[src/rtl/mmc_seq_pkg.sv]
package mmc_seq_pkg;

  localparam int IDX_W = 6;
  localparam int ARG_W = 32;
  localparam int RCA_W = 16;

  // Sequence position; the order of the values is the issue order.
  typedef enum logic [3:0] {
    ST_GO_IDLE,
    ST_OP_COND,
    ST_ALL_CID,
    ST_SET_RCA,
    ST_SELECT,
    ST_BUS_W,
    ST_HS,
    ST_BLKLEN,
    ST_READ,
    ST_STOP,
    ST_STATUS
  } step_t;

  typedef enum logic [1:0] {
    PH_IDLE,
    PH_ISSUE,
    PH_WAIT,
    PH_BLK
  } phase_t;

  // What completes a step.
  typedef enum logic [1:0] {
    RK_NONE,
    RK_RSP,
    RK_BUSY
  } rkind_t;

  typedef struct packed {
    logic [IDX_W-1:0] idx;
    logic [ARG_W-1:0] arg;
    rkind_t           kind;
  } cmd_t;

  localparam logic [1:0] SW_ACC_WRITE   = 2'b11;
  localparam logic [7:0] XREG_BUS_WIDTH = 8'd183;
  localparam logic [7:0] XREG_HS_TIMING = 8'd185;
  localparam logic [7:0] VAL_BUS8       = 8'h02;
  localparam logic [7:0] VAL_HS_ON      = 8'h01;

  function automatic logic [ARG_W-1:0] switch_arg(input logic [7:0] index,
                                                  input logic [7:0] value);
    return {6'b0, SW_ACC_WRITE, index, value, 5'b0, 3'b000};
  endfunction

endpackage

[src/rtl/mmc_cmd_table.sv]
module mmc_cmd_table
  import mmc_seq_pkg::*;
#(
  parameter logic [31:0] OCR_ARG   = 32'h40FF_8080,
  parameter logic [31:0] BLOCK_LEN = 32'd512,
  parameter logic [31:0] READ_ADDR = 32'h0000_0000
) (
  input  step_t            step_i,
  input  logic [RCA_W-1:0] rca_i,
  output cmd_t             cmd_o
);

  logic [ARG_W-1:0] rca_arg;

  assign rca_arg = {rca_i, 16'h0000};

  always_comb begin
    cmd_o = '{idx: '0, arg: '0, kind: RK_NONE};
    case (step_i)
      ST_GO_IDLE: cmd_o = '{idx: 6'd0,  arg: '0,        kind: RK_NONE};
      ST_OP_COND: cmd_o = '{idx: 6'd1,  arg: OCR_ARG,   kind: RK_RSP};
      ST_ALL_CID: cmd_o = '{idx: 6'd2,  arg: '0,        kind: RK_RSP};
      ST_SET_RCA: cmd_o = '{idx: 6'd3,  arg: rca_arg,   kind: RK_RSP};
      ST_SELECT:  cmd_o = '{idx: 6'd7,  arg: rca_arg,   kind: RK_BUSY};
      ST_BUS_W:   cmd_o = '{idx: 6'd6,
                            arg: switch_arg(XREG_BUS_WIDTH, VAL_BUS8),
                            kind: RK_BUSY};
      ST_HS:      cmd_o = '{idx: 6'd6,
                            arg: switch_arg(XREG_HS_TIMING, VAL_HS_ON),
                            kind: RK_BUSY};
      ST_BLKLEN:  cmd_o = '{idx: 6'd16, arg: BLOCK_LEN, kind: RK_RSP};
      ST_READ:    cmd_o = '{idx: 6'd18, arg: READ_ADDR, kind: RK_RSP};
      ST_STOP:    cmd_o = '{idx: 6'd12, arg: '0,        kind: RK_BUSY};
      ST_STATUS:  cmd_o = '{idx: 6'd13, arg: rca_arg,   kind: RK_RSP};
      default:    cmd_o = '{idx: '0,    arg: '0,        kind: RK_NONE};
    endcase
  end

endmodule

[src/rtl/mmc_wait_timer.sv]
module mmc_wait_timer #(
  parameter int TIMEOUT = 65536
) (
  input  logic clk,
  input  logic rst_n,
  input  logic clr_i,
  input  logic run_i,
  output logic expired_o
);

  localparam int               CNT_W = $clog2(TIMEOUT + 1);
  localparam logic [CNT_W-1:0] LAST  = CNT_W'(TIMEOUT - 1);

  logic [CNT_W-1:0] cnt_q;
  logic [CNT_W-1:0] cnt_d;
  logic             cnt_en;
  logic             at_last;

  always_comb begin
    at_last = (cnt_q == LAST);
    cnt_en  = clr_i | (run_i & ~at_last);
    cnt_d   = clr_i ? '0 : cnt_q + CNT_W'(1);
  end

  always_ff @(posedge clk or negedge rst_n) begin
    if (!rst_n) begin
      cnt_q <= '0;
    end else if (cnt_en) begin
      cnt_q <= cnt_d;
    end
  end

  assign expired_o = run_i & at_last;

endmodule

[src/rtl/mmc_blk_counter.sv]
module mmc_blk_counter #(
  parameter int BLK_W = 16
) (
  input  logic             clk,
  input  logic             rst_n,
  input  logic             load_i,
  input  logic [BLK_W-1:0] val_i,
  input  logic             dec_i,
  output logic             zero_o,
  output logic             last_o
);

  logic [BLK_W-1:0] left_q;
  logic [BLK_W-1:0] left_d;
  logic             left_en;

  always_comb begin
    left_en = load_i | (dec_i & (left_q != '0));
    left_d  = load_i ? val_i : left_q - BLK_W'(1);
  end

  always_ff @(posedge clk or negedge rst_n) begin
    if (!rst_n) begin
      left_q <= '0;
    end else if (left_en) begin
      left_q <= left_d;
    end
  end

  assign zero_o = (left_q == '0);
  assign last_o = (left_q == BLK_W'(1));

endmodule

[src/rtl/mmc_init_seq.sv]
module mmc_init_seq
  import mmc_seq_pkg::*;
#(
  parameter int          BLK_W       = 16,
  parameter int          TIMEOUT     = 65536,
  parameter int          SYNC_STAGES = 2,
  parameter logic [31:0] OCR_ARG     = 32'h40FF_8080,
  parameter logic [31:0] BLOCK_LEN   = 32'd512,
  parameter logic [31:0] READ_ADDR   = 32'h0000_0000
) (
  input  logic             clk,
  input  logic             rst_n,
  input  logic             start_i,
  input  logic [15:0]      rca_i,
  input  logic [BLK_W-1:0] blk_cnt_i,
  input  logic             rsp_valid_i,
  input  logic             rsp_ready_i,
  input  logic             busy_clr_i,
  input  logic             blk_done_i,
  output logic             cmd_req_o,
  output logic [5:0]       cmd_idx_o,
  output logic [31:0]      cmd_arg_o,
  output logic             clk_fast_o,
  output logic             done_o,
  output logic             err_o
);

  // Reset: asserted asynchronously, released on a clock edge.
  logic rst_int_n;

  generate
    if (SYNC_STAGES < 2) begin : g_rst_one
      logic rst_ff;
      always_ff @(posedge clk or negedge rst_n) begin
        if (!rst_n) rst_ff <= 1'b0;
        else        rst_ff <= 1'b1;
      end
      assign rst_int_n = rst_ff;
    end else begin : g_rst_chain
      logic [SYNC_STAGES-1:0] rst_pipe;
      always_ff @(posedge clk or negedge rst_n) begin
        if (!rst_n) rst_pipe <= '0;
        else        rst_pipe <= {rst_pipe[SYNC_STAGES-2:0], 1'b1};
      end
      assign rst_int_n = rst_pipe[SYNC_STAGES-1];
    end
  endgenerate

  phase_t           phase_q, phase_d;
  step_t            step_q, step_d, step_next;
  logic [RCA_W-1:0] rca_q;
  logic             rca_en;
  logic             done_q, done_d;
  logic             err_q, err_d;
  logic             fast_q, fast_d;
  logic             blk_load;
  logic             blk_zero, blk_last;
  logic             strobe, accept, blk_acc;
  logic             tmr_clr, tmr_run, expired;
  cmd_t             cmd;

  mmc_cmd_table #(
    .OCR_ARG  (OCR_ARG),
    .BLOCK_LEN(BLOCK_LEN),
    .READ_ADDR(READ_ADDR)
  ) u_table (
    .step_i(step_q),
    .rca_i (rca_q),
    .cmd_o (cmd)
  );

  mmc_wait_timer #(
    .TIMEOUT(TIMEOUT)
  ) u_timer (
    .clk      (clk),
    .rst_n    (rst_int_n),
    .clr_i    (tmr_clr),
    .run_i    (tmr_run),
    .expired_o(expired)
  );

  mmc_blk_counter #(
    .BLK_W(BLK_W)
  ) u_blocks (
    .clk   (clk),
    .rst_n (rst_int_n),
    .load_i(blk_load),
    .val_i (blk_cnt_i),
    .dec_i (blk_acc),
    .zero_o(blk_zero),
    .last_o(blk_last)
  );

  always_comb begin
    strobe    = (cmd.kind == RK_BUSY) ? busy_clr_i : rsp_valid_i;
    accept    = (phase_q == PH_WAIT) & strobe;
    blk_acc   = (phase_q == PH_BLK) & blk_done_i;
    tmr_run   = (phase_q == PH_WAIT) | (phase_q == PH_BLK);
    tmr_clr   = (phase_q == PH_ISSUE) | accept | blk_acc;
    step_next = step_t'(step_q + 4'd1);
  end

  // Next-state logic
  always_comb begin
    phase_d  = phase_q;
    step_d   = step_q;
    done_d   = done_q;
    err_d    = err_q;
    fast_d   = fast_q;
    rca_en   = 1'b0;
    blk_load = 1'b0;
    unique case (phase_q)
      PH_IDLE: begin
        if (start_i) begin
          done_d = 1'b0;
          fast_d = 1'b0;
          if (rca_i == '0) begin
            err_d = 1'b1;
          end else begin
            err_d    = 1'b0;
            rca_en   = 1'b1;
            blk_load = 1'b1;
            step_d   = ST_GO_IDLE;
            phase_d  = PH_ISSUE;
          end
        end
      end
      PH_ISSUE: begin
        if (cmd.kind == RK_NONE) step_d  = step_next;
        else                     phase_d = PH_WAIT;
      end
      PH_WAIT: begin
        if (accept) begin
          phase_d = PH_ISSUE;
          step_d  = step_next;
          case (step_q)
            ST_OP_COND: if (!rsp_ready_i) step_d = step_q;
            ST_HS:      fast_d = 1'b1;
            ST_READ:    if (!blk_zero) phase_d = PH_BLK;
            ST_STATUS: begin
              phase_d = PH_IDLE;
              step_d  = ST_GO_IDLE;
              done_d  = 1'b1;
            end
            default: ;
          endcase
        end else if (expired) begin
          phase_d = PH_IDLE;
          err_d   = 1'b1;
          fast_d  = 1'b0;
        end
      end
      PH_BLK: begin
        if (blk_acc) begin
          if (blk_last) begin
            phase_d = PH_ISSUE;
            step_d  = ST_STOP;
          end
        end else if (expired) begin
          phase_d = PH_IDLE;
          err_d   = 1'b1;
          fast_d  = 1'b0;
        end
      end
      default: phase_d = PH_IDLE;
    endcase
  end

  // State registers
  always_ff @(posedge clk or negedge rst_int_n) begin
    if (!rst_int_n) begin
      phase_q <= PH_IDLE;
      step_q  <= ST_GO_IDLE;
      done_q  <= 1'b0;
      err_q   <= 1'b0;
      fast_q  <= 1'b0;
    end else begin
      phase_q <= phase_d;
      step_q  <= step_d;
      done_q  <= done_d;
      err_q   <= err_d;
      fast_q  <= fast_d;
    end
  end

  always_ff @(posedge clk or negedge rst_int_n) begin
    if (!rst_int_n) begin
      rca_q <= '0;
    end else if (rca_en) begin
      rca_q <= rca_i;
    end
  end

  assign cmd_req_o  = (phase_q == PH_ISSUE);
  assign cmd_idx_o  = cmd.idx;
  assign cmd_arg_o  = cmd.arg;
  assign clk_fast_o = fast_q;
  assign done_o     = done_q;
  assign err_o      = err_q;

endmodule

[config.mk]
export PLATFORM = sky130hd
export DESIGN_NAME = mmc_init_seq
export DESIGN_NICKNAME = d
export VERILOG_FILES = /design/src/rtl/mmc_seq_pkg.sv /design/src/rtl/mmc_cmd_table.sv /design/src/rtl/mmc_wait_timer.sv /design/src/rtl/mmc_blk_counter.sv /design/src/rtl/mmc_init_seq.sv
export SDC_FILE = /design/constraint.sdc
export NUM_CORES = 1
export LEC_CHECK = 0
export BUFFER_PORTS_ARGS = -buffer_cell sky130_fd_sc_hd__buf_2
export CAP_MARGIN = 20
export CORE_MARGIN = 2
export CORE_UTILIZATION = 50
export DETAILED_ROUTE_END_ITERATION = 8
export GPL_ROUTABILITY_DRIVEN = 0
export HOLD_SLACK_MARGIN = 0.12
export PLACE_DENSITY = 0.84
export SETUP_SLACK_MARGIN = 0.3
export SLEW_MARGIN = 25
export SYNTH_ARGS = -nofsm -noshare
export SYNTH_HDL_FRONTEND = slang
export SYNTH_HIERARCHICAL = 1
export SYNTH_SLANG_ARGS = --single-unit
[constraint.sdc]
create_clock -name clk -period 1.9 [get_ports clk]
set_input_delay 0.19 -clock clk [delete_from_list [all_inputs] [get_ports clk]]
set_output_delay 0.19 -clock clk [all_outputs]
set_load 0.1 [all_outputs]
==> results of run 1 <==
==> metal layers <==
layer | overflow | global-route usage (%)
met5 | 0 | 12.5
met3 | 1 | 52.3
met4 | 4 | 74.0
met2 | 2 | 89.8
met1 | 0 | 72.4
==> cell families after synthesis <==
kind of cell,Yosys count,share of synthesized area (%)
AO/OA/AOI/OAI,113,19.6
XOR/XNOR,12,2.55
adder cells (fa/ha/maj),8,2.43
buffers and inverters,54,7.19
flip-flops,60,36.4
multiplexers,19,5.18
other,2,0.182
AND/OR/NAND/NOR,190,26.5
==> stage by stage <==
stage          cell area [sq um]  hold slack (ns)  TNS [ns]  utilization (%)
3_3_place_gp                5900          -0.0245     -1.74             73.0
4_1_cts                     7070            0.120     -6.18             87.4
2_1_floorplan               4680           -0.106     -7.86                -
3_5_place_dp                5900          -0.0236     -2.93             73.0
==> synth_stat cells, types with 8 or more instances <==
cell      instances  area [sq um]
nor2b_1          16           100
clkbuf_1          9          33.8
mux2_1           15           169
a31oi_1           9          56.3
nor4_1           14          87.6
or3_1             8          50.1
xnor2_1           9          78.8
buf_4            18           135
nand2b_1         11          68.8
dfrtp_1          60          1500
buf_2             8          40.0
o21ai_0          24           120
nor2_1           36           135
inv_1            16          60.1
nand3_1           9          45.0
ha_1              8           100
a21oi_1          17          85.1
nand2_1          38           143
==> timing repair <==
item,in CTS
hold endpoints to repair,26
hold buffers,25
gates resized for setup,104
buffers inserted,27
endpoints found under the setup margin,84
gates cloned,3
pin swaps,52
==> qor.csv, run 1 <==
metric;value;unit
status;stopped before the end;
Fail Step;global routing (5_1_grt);
Run Error;[ERROR GRT-0232] Routing congestion too high. Check the congestion heatmap in the GUI.;
syn avg cell area;9.01;sq um
Post-Synthesis Cell Area;0.00413;sq mm
async set-or-reset flop fraction in the synthesized netlist;100;%
dpl cells;696;
dpl hpwl;9280;um
worst endpoint type;sequential cell input;
input/output buffers;67;
die width;94.8;um
clock buffer depth;2;
FF+latch count, synth;60;
Die Y;94.8;um
Synth warnings;6;
Post-synth EDFFs;0;
Inserted Clock Buffers;9;
total clock sinks;60;
CTS Root Cell;clkbuf_8;
dpl ws;-0.314;ns
row cnt;33;
GRT Total Usage;71.6;%
initial core utilization;51.0;%
# IOs;81;
worst setup endpoint after the global-route repair_timing;step_q[2]$_DFFE_PN0P_/D;
Seq/Total Area, Yosys;36.4;%
cells after synthesis;458;
GRT overflow;7;
Distinct cells, synth;84;
largest net degree at the start of global routing;59;
CTS H-tree depth;3;
ys flop type;dfrtp_1;
==> inputs of run 2 (changes only) <==
--- a/config.mk
+++ b/config.mk
@@ -8,12 +8,10 @@
 export BUFFER_PORTS_ARGS = -buffer_cell sky130_fd_sc_hd__buf_2
 export CAP_MARGIN = 20
 export CORE_MARGIN = 2
-export CORE_UTILIZATION = 50
+export CORE_UTILIZATION = 35
 export DETAILED_ROUTE_END_ITERATION = 8
 export GPL_ROUTABILITY_DRIVEN = 0
-export HOLD_SLACK_MARGIN = 0.12
-export PLACE_DENSITY = 0.84
-export SETUP_SLACK_MARGIN = 0.3
+export PLACE_DENSITY_LB_ADDON = 0.15
 export SLEW_MARGIN = 25
 export SYNTH_ARGS = -nofsm -noshare
 export SYNTH_HDL_FRONTEND = slang
==> run 2 against run 1 <==
The flow now finishes, with violations (setup timing). Synthesized cell count unchanged. Area after synthesis unchanged.
==> qor.csv, run 2 <==
metric;value;unit;change
syn avg cell area;9.01;sq um;unchanged
P per Cell Area;1980;mW/mm^2;
crit path DAT;2.47;ns;
Die Y;113;um;+19%
post-layout min period;2.25;ns;
multi-input logic area;0.00293;sq mm;
Top reg by flops;u_timer/cnt_q;;
Distinct cells, synth;84;;unchanged
TNS Setup;-7.25;ns;
worst-margin pin slew;0.561;ns;
Final Setup Violations;45;;
async set-or-reset flop fraction in the synthesized netlist;100;%;unchanged
Layout Skew;0.00367;ns;
Seq/Total Area, Yosys;36.4;%;unchanged
crit path kind;flip-flop to flip-flop;;
Slew headroom;62.0;%;
Sequential Area;0.00151;sq mm;
Placement Cell Area;0.00583;sq mm;-1.2%
Total Routed Length;12300;um;
input/output buffers;67;;unchanged
post-synth top area cell;dfrtp_1;;
Inserted Clock Buffers;9;;unchanged
RSZ-0062 raised after global routing;yes;;
dpl hpwl;8740;um;-5.7%
Largest register FFs;17;;
initial antenna violation count;1;;
worst vdd ir;1.94;mV;
P_leak;2.89;nW;
Initial DRC Count;192;;
top cell type's share of synthesized area;36.4;%;unchanged
Die ar.;0.0127;sq mm;
top cells by count, synth;dfrtp_1, nand2_1, nor2_1;;
GRT Total Usage;19.0;%;
# IOs;81;;unchanged
Post-synth EDFFs;0;;unchanged
GRT overflow;0;;
vias in the first global route;3987;;
nets;672;;
CP startpoint kind;flip-flop;;
CTS Root Cell;clkbuf_16;;
layout cell share with drive strength beyond 1;49.2;%;
final hold violation count;0;;
period utilisation layout;118;%;
CP Data Required Time;2.12;ns;
Post-Synthesis Cell Area;0.00413;sq mm;unchanged
Pre-Repair DR Iteration Count;4;;
status;finished, violations left;;
CTS tree;yes;;
most frequent cells in the layout;buf_4, dfrtp_1, buf_2;;
largest net degree at the start of global routing;59;;
FF+latch count, synth;60;;unchanged
clock buffer depth;2;;unchanged
ys flop type;dfrtp_1;;
post-layout util;58.5;%;
antenna cells;0;;
cells after synthesis;458;;unchanged
most common cell after layout, fill and taps aside;buf_4;;
Max-cap violations;0;;
Largest regs;u_timer/cnt_q x17, rca_q x16, u_blocks/left_q x16;;
synth-to-layout area growth;62.6;%;
CTS clk-pin slew, worst paths;0.05;ns;
Routed Antenna Nets;0;;
worst min path class;input pin to flip-flop;;
Synth warnings;6;;unchanged
Crit Path Max Fanout;6;;
total clock sinks;60;;unchanged
CP Capture Type;flip-flop;;
max frequency;445;MHz;
worst-skew pair later-pin latency;0.33;ns;
worst setup margin;-0.349;ns;
via count;4065;;
failing checks;setup timing;;
core footprint;0.0115;sq mm;
top post-synthesis cells by area;dfrtp_1, mux2_1, nand2_1, buf_4, nor2_1;;
fill count;980;;
Routed WL per cell;15.9;um;
initial core utilization;36.0;%;-15 points
row cnt;39;;+18%
number of remaining DRC errors;0;;
reg-to-reg slack, setup;-0.35;ns;
CTS H-tree depth;3;;unchanged
first-pass GRT wire length;19500;um;
die width;113;um;+19%
Final Cell Area;0.00671;sq mm;
most frequent cell after synthesis;dfrtp_1;;
Via density;5.26;;
Max Slew Vio Count;0;;
run 2: metrics by stage:
stage                     power, W  hold WS (ns)  instances  setup WS [ns]
after floorplan            0.00790        -0.106        470         -0.585
after global placement      0.0106       -0.0216        736         -0.300
after detailed placement    0.0107       -0.0232        736         -0.404
after CTS                   0.0127        0.0520        763         -0.338
after global routing        0.0140        0.0799        773         -0.490
final                       0.0133        0.0595        773         -0.349
run 2: routing by layer:
layer | part of all wire [%] | vias up | global-route usage, % | routed length, um
met3 | 3.4 | 14 | 3.02 | 412
li1 | - | 1991 | - | -
met1 | 44 | 1980 | 23.6 | 5340
met5 | 0 | - | 0 | 0
met2 | 52 | 80 | 33.3 | 6340
met4 | 1.4 | 0 | 6.67 | 173
run 2: path summary, 6_finish.rpt:
kind | start | end | cells after the start
min in group asynchronous | rst_n | g_rst_chain.rst_pipe[1] | 2
min reg2reg | g_rst_chain.rst_pipe[1] | u_blocks/left_q[13] | 1
max reg2reg | u_blocks/left_q[11] | step_q[2] | 7
min | blk_cnt_i[1] | u_blocks/left_q[1] | 3
max | u_blocks/left_q[11] | step_q[2] | 7
max in group asynchronous | g_rst_chain.rst_pipe[1] | step_q[1] | 1
run 2: repair_timing:
action / CTS / global route
cloned: 1 / 0
gates resized for setup: 32 / 67
setup buffers: 9 / 13
pin swaps: 23 / 35
hold buffers: 1 / 0
hold endpoints to repair: 2 / 0
setup endpoints to repair: 52 / 63
run 2: report_power, final:
part	internal (W)	switching, W	leakage [nW]
Clock	0.00105	0.000598	0.144
Combinational	0.00393	0.00554	2.01
Sequential	0.00175	0.000437	0.740
Total	0.00673	0.00657	2.89
run 2: cell type report:
cell class / count / area share [%]
multi-input cells: 356 / 43.7
clock buffers: 10 / 3.56
flip-flops and latches: 60 / 22.5
repair buffers: 182 / 25.8
well taps: 143 / 2.67
clock inverters: 6 / 0.951
inverters: 16 / 0.895
run 2: cells by family after synthesis:
family,synth area share [%]
AOI/OAI and AO/OA,19.6
xor gates and xnor gates,2.55
adders and majority gates,2.43
buffers and inverters,7.19
DFF,36.4
muxes,5.18
other,0.182
and+or+nand+nor,26.5
run 2: critical path, stage by stage (launching register included):
cell and delay, ns:
dfrtp_1 0.38, or4_4 0.58, nor3_4 0.21, and3_4 0.22, nand2_2 0.06, a32oi_2 0.25
o211ai_4 0.15, o41ai_2 0.30
No activity file was read; power rests on OpenSTA's default activity.
